===== src/rtl/spi_mem_pkg.sv =====
// Shared constants and types for the serial memory command front end.
// Assumes byte-wide transfers with instruction, address and data all MSB first.
package spi_mem_pkg;

    localparam int BYTE_W = 8;

    localparam logic [BYTE_W-1:0] OPC_WRSR  = 8'h01;
    localparam logic [BYTE_W-1:0] OPC_WRITE = 8'h02;
    localparam logic [BYTE_W-1:0] OPC_READ  = 8'h03;
    localparam logic [BYTE_W-1:0] OPC_WRDI  = 8'h04;
    localparam logic [BYTE_W-1:0] OPC_RDSR  = 8'h05;
    localparam logic [BYTE_W-1:0] OPC_WREN  = 8'h06;

    typedef enum logic [2:0] {
        ST_OPC,     // waiting for the instruction byte
        ST_AHI,     // waiting for address high byte
        ST_ALO,     // waiting for address low byte
        ST_RDATA,   // streaming array bytes out
        ST_STAT,    // streaming the status byte out
        ST_WDATA,   // accepting write data bytes
        ST_WSR,     // waiting for the status write byte
        ST_SKIP     // ignoring everything until deselect
    } cmd_state_e;

endpackage


===== src/rtl/spi_mem_sync.sv =====
// Brings the four serial pins into the system clock domain and derives
// qualified serial clock edges, the select level and the pause state.
// Assumes each serial clock phase spans several system clocks and that
// the pause line only moves while the serial clock is low.
module spi_mem_sync #(
    parameter int SYNC_STAGES = 2
) (
    input  logic clk,
    input  logic rst_n,
    input  logic sck_raw,
    input  logic cs_n_raw,
    input  logic si_raw,
    input  logic hold_n_raw,
    output logic sel,
    output logic cs_rise,
    output logic sck_rise,
    output logic sck_fall,
    output logic si_bit,
    output logic held
);

    localparam int LANES = 4;
    // lane order {hold_n, si, cs_n, sck}; idle values seen during reset
    localparam logic [LANES-1:0] IDLE_PAT = 4'b1010;

    logic [LANES-1:0] raw_vec;
    logic [LANES-1:0] synced;
    logic sck_s, cs_n_s, hold_n_s;
    logic sck_prev, cs_n_prev;

    assign raw_vec = {hold_n_raw, si_raw, cs_n_raw, sck_raw};

    for (genvar g = 0; g < LANES; g++) begin : g_lane
        logic [SYNC_STAGES-1:0] sh;
        // Purpose: multi-flop synchroniser for one pin.
        always_ff @(posedge clk) begin
            if (!rst_n) sh <= {SYNC_STAGES{IDLE_PAT[g]}};
            else        sh <= {sh[SYNC_STAGES-2:0], raw_vec[g]};
        end
        assign synced[g] = sh[SYNC_STAGES-1];
    end

    assign sck_s    = synced[0];
    assign cs_n_s   = synced[1];
    assign si_bit   = synced[2];
    assign hold_n_s = synced[3];

    // Purpose: remember previous clock and select levels for edge detection.
    always_ff @(posedge clk) begin
        if (!rst_n) begin
            sck_prev  <= 1'b0;
            cs_n_prev <= 1'b1;
        end else begin
            sck_prev  <= sck_s;
            cs_n_prev <= cs_n_s;
        end
    end

    // Purpose: pause state, updated only while the serial clock is low.
    always_ff @(posedge clk) begin
        if (!rst_n || cs_n_s) held <= 1'b0;
        else if (!sck_s)      held <= !hold_n_s;
    end

    assign sel      = !cs_n_s;
    assign cs_rise  = cs_n_s && !cs_n_prev;
    assign sck_rise = sel && !held && sck_s && !sck_prev;
    assign sck_fall = sel && !held && !sck_s && sck_prev;

endmodule


===== src/rtl/spi_mem_shift.sv =====
// Byte assembler for the input bit stream and byte serialiser for the output.
// Input bits enter on qualified rising edges; output bits advance on falling
// edges. Assumes a load request never coincides with a falling edge.
module spi_mem_shift #(
    parameter int BYTE_W = 8
) (
    input  logic              clk,
    input  logic              rst_n,
    input  logic              sel,
    input  logic              sck_rise,
    input  logic              sck_fall,
    input  logic              si_bit,
    input  logic              tx_load,
    input  logic [BYTE_W-1:0] tx_data,
    output logic              byte_done,
    output logic [BYTE_W-1:0] rx_byte,
    output logic              so_bit
);

    localparam int CNT_W = $clog2(BYTE_W);

    logic [CNT_W-1:0]  bit_cnt;
    logic [BYTE_W-2:0] rx_sh;
    logic [BYTE_W-1:0] tx_sh;

    // Purpose: collect input bits and flag each completed byte.
    always_ff @(posedge clk) begin
        if (!rst_n) begin
            bit_cnt   <= '0;
            rx_sh     <= '0;
            rx_byte   <= '0;
            byte_done <= 1'b0;
        end else begin
            byte_done <= 1'b0;
            if (!sel) begin
                bit_cnt <= '0;
            end else if (sck_rise) begin
                rx_sh <= {rx_sh[BYTE_W-3:0], si_bit};
                if (bit_cnt == CNT_W'(BYTE_W - 1)) begin
                    bit_cnt   <= '0;
                    byte_done <= 1'b1;
                    rx_byte   <= {rx_sh, si_bit};
                end else begin
                    bit_cnt <= bit_cnt + CNT_W'(1);
                end
            end
        end
    end

    // Purpose: hold the outgoing byte and present its MSB on each falling edge.
    always_ff @(posedge clk) begin
        if (!rst_n || !sel) begin
            tx_sh  <= '0;
            so_bit <= 1'b0;
        end else if (tx_load) begin
            tx_sh <= tx_data;
        end else if (sck_fall) begin
            so_bit <= tx_sh[BYTE_W-1];
            tx_sh  <= {tx_sh[BYTE_W-2:0], 1'b0};
        end
    end

endmodule


===== src/rtl/spi_mem_cmd.sv =====
// Instruction decoder and transaction sequencer. Consumes completed bytes,
// tracks the address, requests output bytes and emits one-cycle pulses
// toward the write path. Assumes rd_data follows rd_addr in the same cycle.
module spi_mem_cmd
    import spi_mem_pkg::*;
#(
    parameter int MEM_AW  = 15,
    parameter int PAGE_AW = 6
) (
    input  logic              clk,
    input  logic              rst_n,
    input  logic              sel,
    input  logic              cs_rise,
    input  logic              byte_done,
    input  logic [BYTE_W-1:0] rx_byte,
    input  logic              wr_busy,
    input  logic [BYTE_W-1:0] status_in,
    input  logic [BYTE_W-1:0] rd_data,
    output logic              tx_load,
    output logic [BYTE_W-1:0] tx_data,
    output logic [MEM_AW-1:0] rd_addr,
    output logic              rd_active,
    output logic              wr_valid,
    output logic [MEM_AW-1:0] wr_addr,
    output logic [BYTE_W-1:0] wr_data,
    output logic              wr_commit,
    output logic              wel_set,
    output logic              wel_clr,
    output logic              wrsr_valid,
    output logic [BYTE_W-1:0] wrsr_data
);

    cmd_state_e        state;
    logic [BYTE_W-1:0] addr_hi;
    logic [MEM_AW-1:0] addr_q;
    logic              is_write;
    logic              load_pend;
    logic              wrote_any;

    // Purpose: sequence instruction, address and data phases of a transaction.
    always_ff @(posedge clk) begin
        if (!rst_n) begin
            state      <= ST_OPC;
            addr_hi    <= '0;
            addr_q     <= '0;
            is_write   <= 1'b0;
            load_pend  <= 1'b0;
            wrote_any  <= 1'b0;
            wr_valid   <= 1'b0;
            wr_addr    <= '0;
            wr_data    <= '0;
            wr_commit  <= 1'b0;
            wel_set    <= 1'b0;
            wel_clr    <= 1'b0;
            wrsr_valid <= 1'b0;
            wrsr_data  <= '0;
        end else begin
            wr_valid   <= 1'b0;
            wr_commit  <= 1'b0;
            wel_set    <= 1'b0;
            wel_clr    <= 1'b0;
            wrsr_valid <= 1'b0;
            if (!sel) begin
                state     <= ST_OPC;
                load_pend <= 1'b0;
                wrote_any <= 1'b0;
                if (cs_rise && wrote_any) wr_commit <= 1'b1;
            end else begin
                if (load_pend) begin
                    load_pend <= 1'b0;
                    if (state == ST_RDATA) addr_q <= addr_q + MEM_AW'(1);
                end
                if (byte_done) begin
                    unique case (state)
                        ST_OPC: begin
                            if (wr_busy && rx_byte != OPC_RDSR) begin
                                state <= ST_SKIP;
                            end else begin
                                unique case (rx_byte)
                                    OPC_WREN:  begin wel_set <= 1'b1; state <= ST_SKIP; end
                                    OPC_WRDI:  begin wel_clr <= 1'b1; state <= ST_SKIP; end
                                    OPC_RDSR:  begin load_pend <= 1'b1; state <= ST_STAT; end
                                    OPC_WRSR:  state <= ST_WSR;
                                    OPC_READ:  begin is_write <= 1'b0; state <= ST_AHI; end
                                    OPC_WRITE: begin is_write <= 1'b1; state <= ST_AHI; end
                                    default:   state <= ST_SKIP;
                                endcase
                            end
                        end
                        ST_AHI: begin
                            addr_hi <= rx_byte;
                            state   <= ST_ALO;
                        end
                        ST_ALO: begin
                            addr_q <= MEM_AW'({addr_hi, rx_byte});
                            if (is_write) begin
                                state <= ST_WDATA;
                            end else begin
                                state     <= ST_RDATA;
                                load_pend <= 1'b1;
                            end
                        end
                        ST_RDATA, ST_STAT: load_pend <= 1'b1;
                        ST_WDATA: begin
                            wr_valid  <= 1'b1;
                            wr_addr   <= addr_q;
                            wr_data   <= rx_byte;
                            wrote_any <= 1'b1;
                            addr_q[PAGE_AW-1:0] <= addr_q[PAGE_AW-1:0] + PAGE_AW'(1);
                        end
                        ST_WSR: begin
                            wrsr_valid <= 1'b1;
                            wrsr_data  <= rx_byte;
                            state      <= ST_SKIP;
                        end
                        default: ;
                    endcase
                end
            end
        end
    end

    // Purpose: choose the byte handed to the serialiser.
    always_comb begin
        if (state == ST_STAT) tx_data = wr_busy ? '1 : status_in;
        else                  tx_data = rd_data;
    end

    assign tx_load   = load_pend;
    assign rd_addr   = addr_q;
    assign rd_active = (state == ST_RDATA);

endmodule


===== src/rtl/spi_mem_cmd_if.sv =====
// Top of the serial memory command front end: synchroniser, bit/byte
// shifter and instruction sequencer. Assumes serial clock phases of at
// least four system clocks.
module spi_mem_cmd_if #(
    parameter int SYNC_STAGES = 2,
    parameter int MEM_AW      = 15,
    parameter int PAGE_AW     = 6
) (
    input  logic        clk,
    input  logic        rst_n,
    input  logic        spi_sck,
    input  logic        spi_cs_n,
    input  logic        spi_si,
    input  logic        spi_hold_n,
    output logic        spi_so,
    output logic        spi_so_oe,
    input  logic        wr_busy,
    input  logic [7:0]  status_in,
    output logic [MEM_AW-1:0] rd_addr,
    input  logic [7:0]  rd_data,
    output logic        wr_valid,
    output logic [MEM_AW-1:0] wr_addr,
    output logic [7:0]  wr_data,
    output logic        wr_commit,
    output logic        wel_set,
    output logic        wel_clr,
    output logic        wrsr_valid,
    output logic [7:0]  wrsr_data
);

    localparam int BW = spi_mem_pkg::BYTE_W;

    logic          sel, cs_rise, sck_rise, sck_fall, si_bit, held;
    logic          byte_done, tx_load, rd_active;
    logic [BW-1:0] rx_byte, tx_data;

    spi_mem_sync #(.SYNC_STAGES(SYNC_STAGES)) u_sync (
        .clk(clk), .rst_n(rst_n),
        .sck_raw(spi_sck), .cs_n_raw(spi_cs_n), .si_raw(spi_si), .hold_n_raw(spi_hold_n),
        .sel(sel), .cs_rise(cs_rise), .sck_rise(sck_rise), .sck_fall(sck_fall),
        .si_bit(si_bit), .held(held)
    );

    spi_mem_shift #(.BYTE_W(BW)) u_shift (
        .clk(clk), .rst_n(rst_n), .sel(sel),
        .sck_rise(sck_rise), .sck_fall(sck_fall), .si_bit(si_bit),
        .tx_load(tx_load), .tx_data(tx_data),
        .byte_done(byte_done), .rx_byte(rx_byte), .so_bit(spi_so)
    );

    spi_mem_cmd #(.MEM_AW(MEM_AW), .PAGE_AW(PAGE_AW)) u_cmd (
        .clk(clk), .rst_n(rst_n), .sel(sel), .cs_rise(cs_rise),
        .byte_done(byte_done), .rx_byte(rx_byte),
        .wr_busy(wr_busy), .status_in(status_in), .rd_data(rd_data),
        .tx_load(tx_load), .tx_data(tx_data), .rd_addr(rd_addr), .rd_active(rd_active),
        .wr_valid(wr_valid), .wr_addr(wr_addr), .wr_data(wr_data), .wr_commit(wr_commit),
        .wel_set(wel_set), .wel_clr(wel_clr), .wrsr_valid(wrsr_valid), .wrsr_data(wrsr_data)
    );

    assign spi_so_oe = sel && !held;

endmodule


===== config.mk =====
export PLATFORM = sky130hd
export DESIGN_NAME = spi_mem_cmd_if
export DESIGN_NICKNAME = d
export VERILOG_FILES = /design/src/rtl/spi_mem_pkg.sv /design/src/rtl/spi_mem_sync.sv /design/src/rtl/spi_mem_shift.sv /design/src/rtl/spi_mem_cmd.sv /design/src/rtl/spi_mem_cmd_if.sv
export SDC_FILE = /design/constraint.sdc
export NUM_CORES = 1
export LEC_CHECK = 0
export BUFFER_PORTS_ARGS = -buffer_cell sky130_fd_sc_hd__buf_2
export CORE_ASPECT_RATIO = 1.25
export CORE_MARGIN = 8
export CORE_UTILIZATION = 58
export CTS_BUF_LIST = sky130_fd_sc_hd__clkbuf_4
export CTS_CLUSTER_DIAMETER = 100
export CTS_CLUSTER_SIZE = 28
export DETAILED_ROUTE_END_ITERATION = 10
export GPL_ROUTABILITY_DRIVEN = 0
export PLACE_DENSITY = 0.82
export SYNTH_ARGS = -nofsm -noshare
export SYNTH_HDL_FRONTEND = slang
export SYNTH_HIERARCHICAL = 1
export SYNTH_SLANG_ARGS = --single-unit
export TNS_END_PERCENT = 20

===== constraint.sdc =====
create_clock -name clk -period 2.6 [get_ports clk]
set_clock_uncertainty 0.2 [all_clocks]
set_input_delay 0.13 -clock clk [delete_from_list [all_inputs] [get_ports clk]]
set_output_delay 0.13 -clock clk [all_outputs]
set_load 0.005 [all_outputs]

Yosys cells after proc, flatten, opt, wreduce, memory -nomap -nowiden
Cells that the tools add are included.

Register bits after elaboration: 103. Bits of input ports: 23. Output and inout bits: 53. Word-level logic and storage cells: 112.

Add/sub/neg operators: 3. Equal/unequal tests: 14. Mux-type cells: 25. Bitwise gates (word level): 7. Reductions and logical operators: 36.

Operators by type and width (number): 15-bit 2-to-1 mux (3); 8-bit 2-to-1 mux (4); 8-bit by 3-bit == test with 1-bit output (second input constant) (3); 8-bit by 2-bit == test with 1-bit output (second input constant) (2); 15-bit by 1-bit adder with 15-bit output (second input constant) (1); 3-bit == test (second input constant) (4); 3-bit one-hot mux with 4 select lines (1); 6-bit one-hot mux with 2 select lines (1); 3-bit AND reduction (4); 2-bit AND reduction (5); 1-bit 2-to-1 mux (9); 3-bit 2-to-1 mux (3); 9-bit 2-to-1 mux (1); 3-bit one-hot mux with 3 select lines (1); 8-bit by 1-bit == test with 1-bit output (second input constant) (1); 1-bit logical AND (8); 8-bit by 3-bit != test with 1-bit output (second input constant) (1); 1-bit logical NOT (7); 1-bit NOT (7); 6-bit by 1-bit adder with 6-bit output (second input constant) (1); 3-bit by 2-bit == test with 1-bit output (second input constant) (2); 2-bit OR reduction (3); 3-bit OR reduction (2); 5-bit AND reduction (1); 9 further kinds (10).

Longest topological paths before layout
Depth after elaboration: 6. Mapped depth: 8. Mapped depth without buffers: 6.

Cells and area by module
Netlist, hierarchy kept.

Modules (own cells, without submodules): spi_mem_cmd (instances 1, cells each 386, area an instance 3106.7 sq um, sequential area each 1281.2 sq um); spi_mem_shift (instances 1, cells each 122, area an instance 1167.4 sq um, sequential area each 560.5 sq um); spi_mem_sync (instances 1, cells each 28, area an instance 335.3 sq um, sequential area each 220.2 sq um); spi_mem_cmd_if (instances 1, cells each 1, area an instance 13.8 sq um, sequential area each 0.0 sq um).

Least setup slack after synthesis
OpenSTA, ideal clock, no wires.

Kind: register to register. Start point: reg u_shift.rx_byte[3]. End point: reg u_cmd.state[0]. Library setup time: 0.127 ns. Arrival: 1.603 ns. Data required time: 2.273 ns. Setup slack: 0.671 ns. Cell stages (with the launch flop): 5. Buffers on the path: 0. Period minus slack after synthesis: 1.929 ns. Cells stage by stage: dfxtp_1 > or4_4 > or4_1 > a31oi_1 > o32ai_1.

Cells in the longest elaborated chain, start to end: 5. Elaborated cells on any way between the ends: 10. Those cells by class: eq/ne (5); mux (3); reduce/logical (2).

RTL lines: from (decl) (RTL line spi_mem_shift.sv:16) `output logic [BYTE_W-1:0] rx_byte,`; from (signal assigned) (RTL line spi_mem_shift.sv:42) `rx_byte <= {rx_sh, si_bit};`; 8-bit by 2-bit == test with 1-bit output (RTL line spi_mem_cmd.sv:79) `unique case (rx_byte)`; 2-bit OR reduction (no source line); 3-bit one-hot mux with 3 select lines (RTL line spi_mem_cmd.sv:79); 3-bit 2-to-1 mux * (RTL line spi_mem_cmd.sv:76) `if (wr_busy && rx_byte != OPC_RDSR) begin`; 3-bit one-hot mux with 4 select lines * (RTL line spi_mem_cmd.sv:74) `unique case (state)`; to (signal assigned) (RTL line spi_mem_cmd.sv:77) `state <= ST_SKIP;`; to (signal assigned) (RTL line spi_mem_cmd.sv:80) `OPC_WREN: begin wel_set <= 1'b1; state <= ST_SKIP; end`; to (signal assigned) (RTL line spi_mem_cmd.sv:81) `OPC_WRDI: begin wel_clr <= 1'b1; state <= ST_SKIP; end`; to (decl) (RTL line spi_mem_cmd.sv:33) `cmd_state_e state;`.

Every way passes the cells marked *; elsewhere a longest branch is shown, timed or not. A chain may end at the register's enable or synchronous reset.

Worst setup path in the final report
Start point: reg u_cmd.state[2]. End point: reg u_shift.tx_sh[1].

Cells in the longest elaborated chain, start to end: 3.

RTL lines: from (signal assigned) (RTL line spi_mem_cmd.sv:43) `state <= ST_OPC;`; from (signal assigned) (RTL line spi_mem_cmd.sv:64) `state <= ST_OPC;`; from (signal assigned) (RTL line spi_mem_cmd.sv:77); 3-bit == test (RTL line spi_mem_cmd.sv:125) `if (state == ST_STAT) tx_data = wr_busy ? '1 : status_in;`; 8-bit 2-to-1 mux (RTL line spi_mem_cmd.sv:125); via tx_data[1] (RTL line spi_mem_cmd_if.sv:35) `logic [BW-1:0] rx_byte, tx_data;`; 8-bit 2-to-1 mux (RTL line spi_mem_shift.sv:55) `end else if (tx_load) begin`; to (signal assigned) (RTL line spi_mem_shift.sv:56) `tx_sh <= tx_data;`; to (signal assigned) (RTL line spi_mem_shift.sv:59) `tx_sh <= {tx_sh[BYTE_W-2:0], 1'b0};`; to (decl) (RTL line spi_mem_shift.sv:24) `logic [BYTE_W-1:0] tx_sh;`.

The timed path passes the listed nets, and every way through them passes these cells.

==> impl_metrics.env <==
export IMPL_outcome="complete, no violations"
export IMPL_tritoncts="done"
export IMPL_tns_ns=0
export IMPL_drv_cap=0
export IMPL_num_nets_final=658
export IMPL_grt_overflow=0
export IMPL_die_height_um=116
export IMPL_layout_common_cells="dfxtp_1 (103), nand2_1 (79), buf_2 (75), nor2_1 (55), a21oi_1 (49)"
export IMPL_period_needed_ns=2.45
export IMPL_p_per_area_mw_per_mm2=477
export IMPL_clock_fmax_mhz=408
export IMPL_diodes=0
export IMPL_grt_usage=0.226
export IMPL_critPathKind="flop to flop"
export IMPL_std_cell_rows=36
export IMPL_arrival_ns=2.65
export IMPL_synthesis_nets=562
export IMPL_finalCritPeriodShare=0.942
export IMPL_ant_nets=0
export IMPL_worstHoldEndpoint="u_sync/g_lane[1].sh[1]$_SDFF_PN1_"
export IMPL_core_area_mm2=0.00775
export IMPL_drc=0
export IMPL_die_x_um=95.8
export IMPL_syn_cell_area_mm2=0.00462
export IMPL_switchingPower_w=0.000656
export IMPL_syn_inst=536
export IMPL_slew_viol_final=0
export IMPL_antenna_found_initial=0
export IMPL_min_delay_start="u_sync/g_lane[1].sh[0]$_SDFF_PN1_"
export IMPL_p_sw_frac=0.249
export IMPL_port_buffers=75
export IMPL_vias=4375
export IMPL_hold_worst_slack_ns=0.246
export IMPL_wl_mm=12.2
export IMPL_power_leakage_nw=2.17
export IMPL_ios=76
export IMPL_relSlewSlack=0.539
export IMPL_grt_first_pass_wirelength_mm=19.9
export IMPL_avgSynthCellArea_um2=8.61
export IMPL_root_buffer="clkbuf_4"
export IMPL_drt_iter0_drc=258
export IMPL_whs_path_depth=1
export IMPL_startpoint_type="flop"
export IMPL_clkPwrFrac=0.325
export IMPL_yosys_warnings=6
export IMPL_finalSetupViolations=0
export IMPL_nFillCells=608
export IMPL_routed_via_density=5.98
export IMPL_r2r_end="u_shift/tx_sh[1]$_SDFFE_PP0P_"
export IMPL_clock_path_buffers=2
export IMPL_grt_start_max_net_pins=36
export IMPL_dieArea_mm2=0.0111
export IMPL_p_seq_frac=0.612
export IMPL_clkTransAtPathRegs_ns=0.16
export IMPL_reg2regPathDepth=8
export IMPL_ff_latch_area_mm2=0.00206
export IMPL_drive_gt1_frac=0.210
export IMPL_layout_commonest_cell="dfxtp_1"
export IMPL_multiInputGateArea_mm2=0.00234
export IMPL_grt_pass1_vias=4277
export IMPL_combinationalPowerShare=0.063
export IMPL_worstReg2RegStart="u_cmd/state[2]$_SDFFE_PN0P_"
export IMPL_r2r_slack_ns=0.15
export IMPL_clock_sinks=103
export IMPL_cp_end_kind="flop"
export IMPL_start_util=0.596
export IMPL_drt_pass1_iterations=5
export IMPL_crit_required_ns=2.80
export IMPL_intPower_w=0.00198
export IMPL_min_path_type="flop to flop"
export IMPL_ir_worst_vdd_uv=388
export IMPL_max_slew_worst_pin_slew_ns=0.690
export IMPL_h_tree_depth=3
export IMPL_rsz0062_at_grt="no"
export IMPL_wl_per_cell_um=16.6
export IMPL_dp_hpwl_mm=8.29
export IMPL_cts_buffers=9
export IMPL_crit_fanout=16
export IMPL_finalHoldViolCount=0
export IMPL_area_delta_synth_final_pct=19.8
export IMPL_clkLatencyLatePin_ns=0.46
-- metrics by stage --
stage               total power [W]  std cells  instance area (um^2)   util  setup WS, ns
floorplan                   0.00172        536                  4620      -         0.671
global placement            0.00178        690                  5130  0.662         0.568
detailed placement          0.00178        690                  5130  0.662         0.496
CTS                         0.00264        732                  5530  0.714         0.259
global route                0.00274        732                  5530  0.714        0.0118
finish                      0.00264        732                  5530  0.714         0.150
-- area by class of cell --
cell class / instances / area share
Clock inverter: 7 / 0.0140
Sequential cell: 103 / 0.373
Timing Repair Buffer: 123 / 0.147
Tap cell: 95 / 0.0215
Clock buffer: 9 / 0.0122
Multi-Input combinational cell: 380 / 0.422
Inverter: 15 / 0.0102
-- state kept, by name, summed over array words and instances (netlist names), 3 cells and up --
register and count:
u_cmd/wr_data 8, u_cmd/wrsr_data 8, u_shift/rx_sh 7, u_cmd/wr_addr 15, u_shift/rx_byte 8, u_sync/g_lane.sh 8
u_cmd/state 3, u_cmd/rd_addr 15, u_shift/bit_cnt 3, u_shift/tx_sh 8, u_cmd/addr_hi 7
-- power groups by stage --
stage / clock (W) / sequential, W / combinational [W]
final: 0.000857 / 0.00162 / 0.000166
after detailed placement: 0 / 0.00165 / 0.000132
after global placement: 0 / 0.00165 / 0.000129
after global routing: 0.000933 / 0.00162 / 0.000183
after floorplan: 0 / 0.00165 / 0.0000733
after CTS: 0.000867 / 0.00162 / 0.000162
-- per-layer routing --
| layer | wire length, um | global-route usage | up-vias | part of all wire |
|---|---|---|---|---|
| li1 | - | - | 2089 | - |
| met1 | 4730 | 0.250 | 2046 | 0.39 |
| met2 | 6140 | 0.396 | 202 | 0.50 |
| met3 | 864 | 0.0389 | 38 | 0.071 |
| met4 | 422 | 0.125 | 0 | 0.035 |
| met5 | 0 | 0 | - | 0 |
-- worst max-delay path: stages, from the launching register on --
cell           delay [ns]
dfxtp_1              0.57
inv_1                0.18
nor3_1               0.23
buf_4                0.26
nor2_1               0.06
a21oi_1              0.13
dlygate4sd3_1        0.60
mux2i_1              0.08
nor2_1               0.09
-- worst max path at each step --
stage	from	end	depth (start not counted)
global placement	u_cmd/state[2]$_SDFFE_PN0P_	u_cmd/rd_addr[14]$_SDFFE_PN0P_	4
finish	u_cmd/state[2]$_SDFFE_PN0P_	u_shift/tx_sh[1]$_SDFFE_PP0P_	8
detailed placement	u_shift/rx_byte[1]$_SDFFE_PN0P_	u_cmd/state[1]$_SDFFE_PN0P_	4
floorplan	u_shift/rx_byte[3]$_SDFFE_PN0P_	u_cmd/state[0]$_SDFFE_PN0P_	4
CTS	u_cmd/state[2]$_SDFFE_PN0P_	u_shift/tx_sh[1]$_SDFFE_PP0P_	8
global route	u_cmd/state[2]$_SDFFE_PN0P_	u_shift/tx_sh[1]$_SDFFE_PP0P_	8
-- timing repair --
action / 4_1_cts / 5_1_grt
hold buffers: 26 / 0
gates resized for setup: 0 / 0
buffers inserted: 0 / 0
hold endpoints to repair: 34 / 0
setup endpoints to repair: 0 / 0
Note: power is estimated with default switching activity, not from simulation.
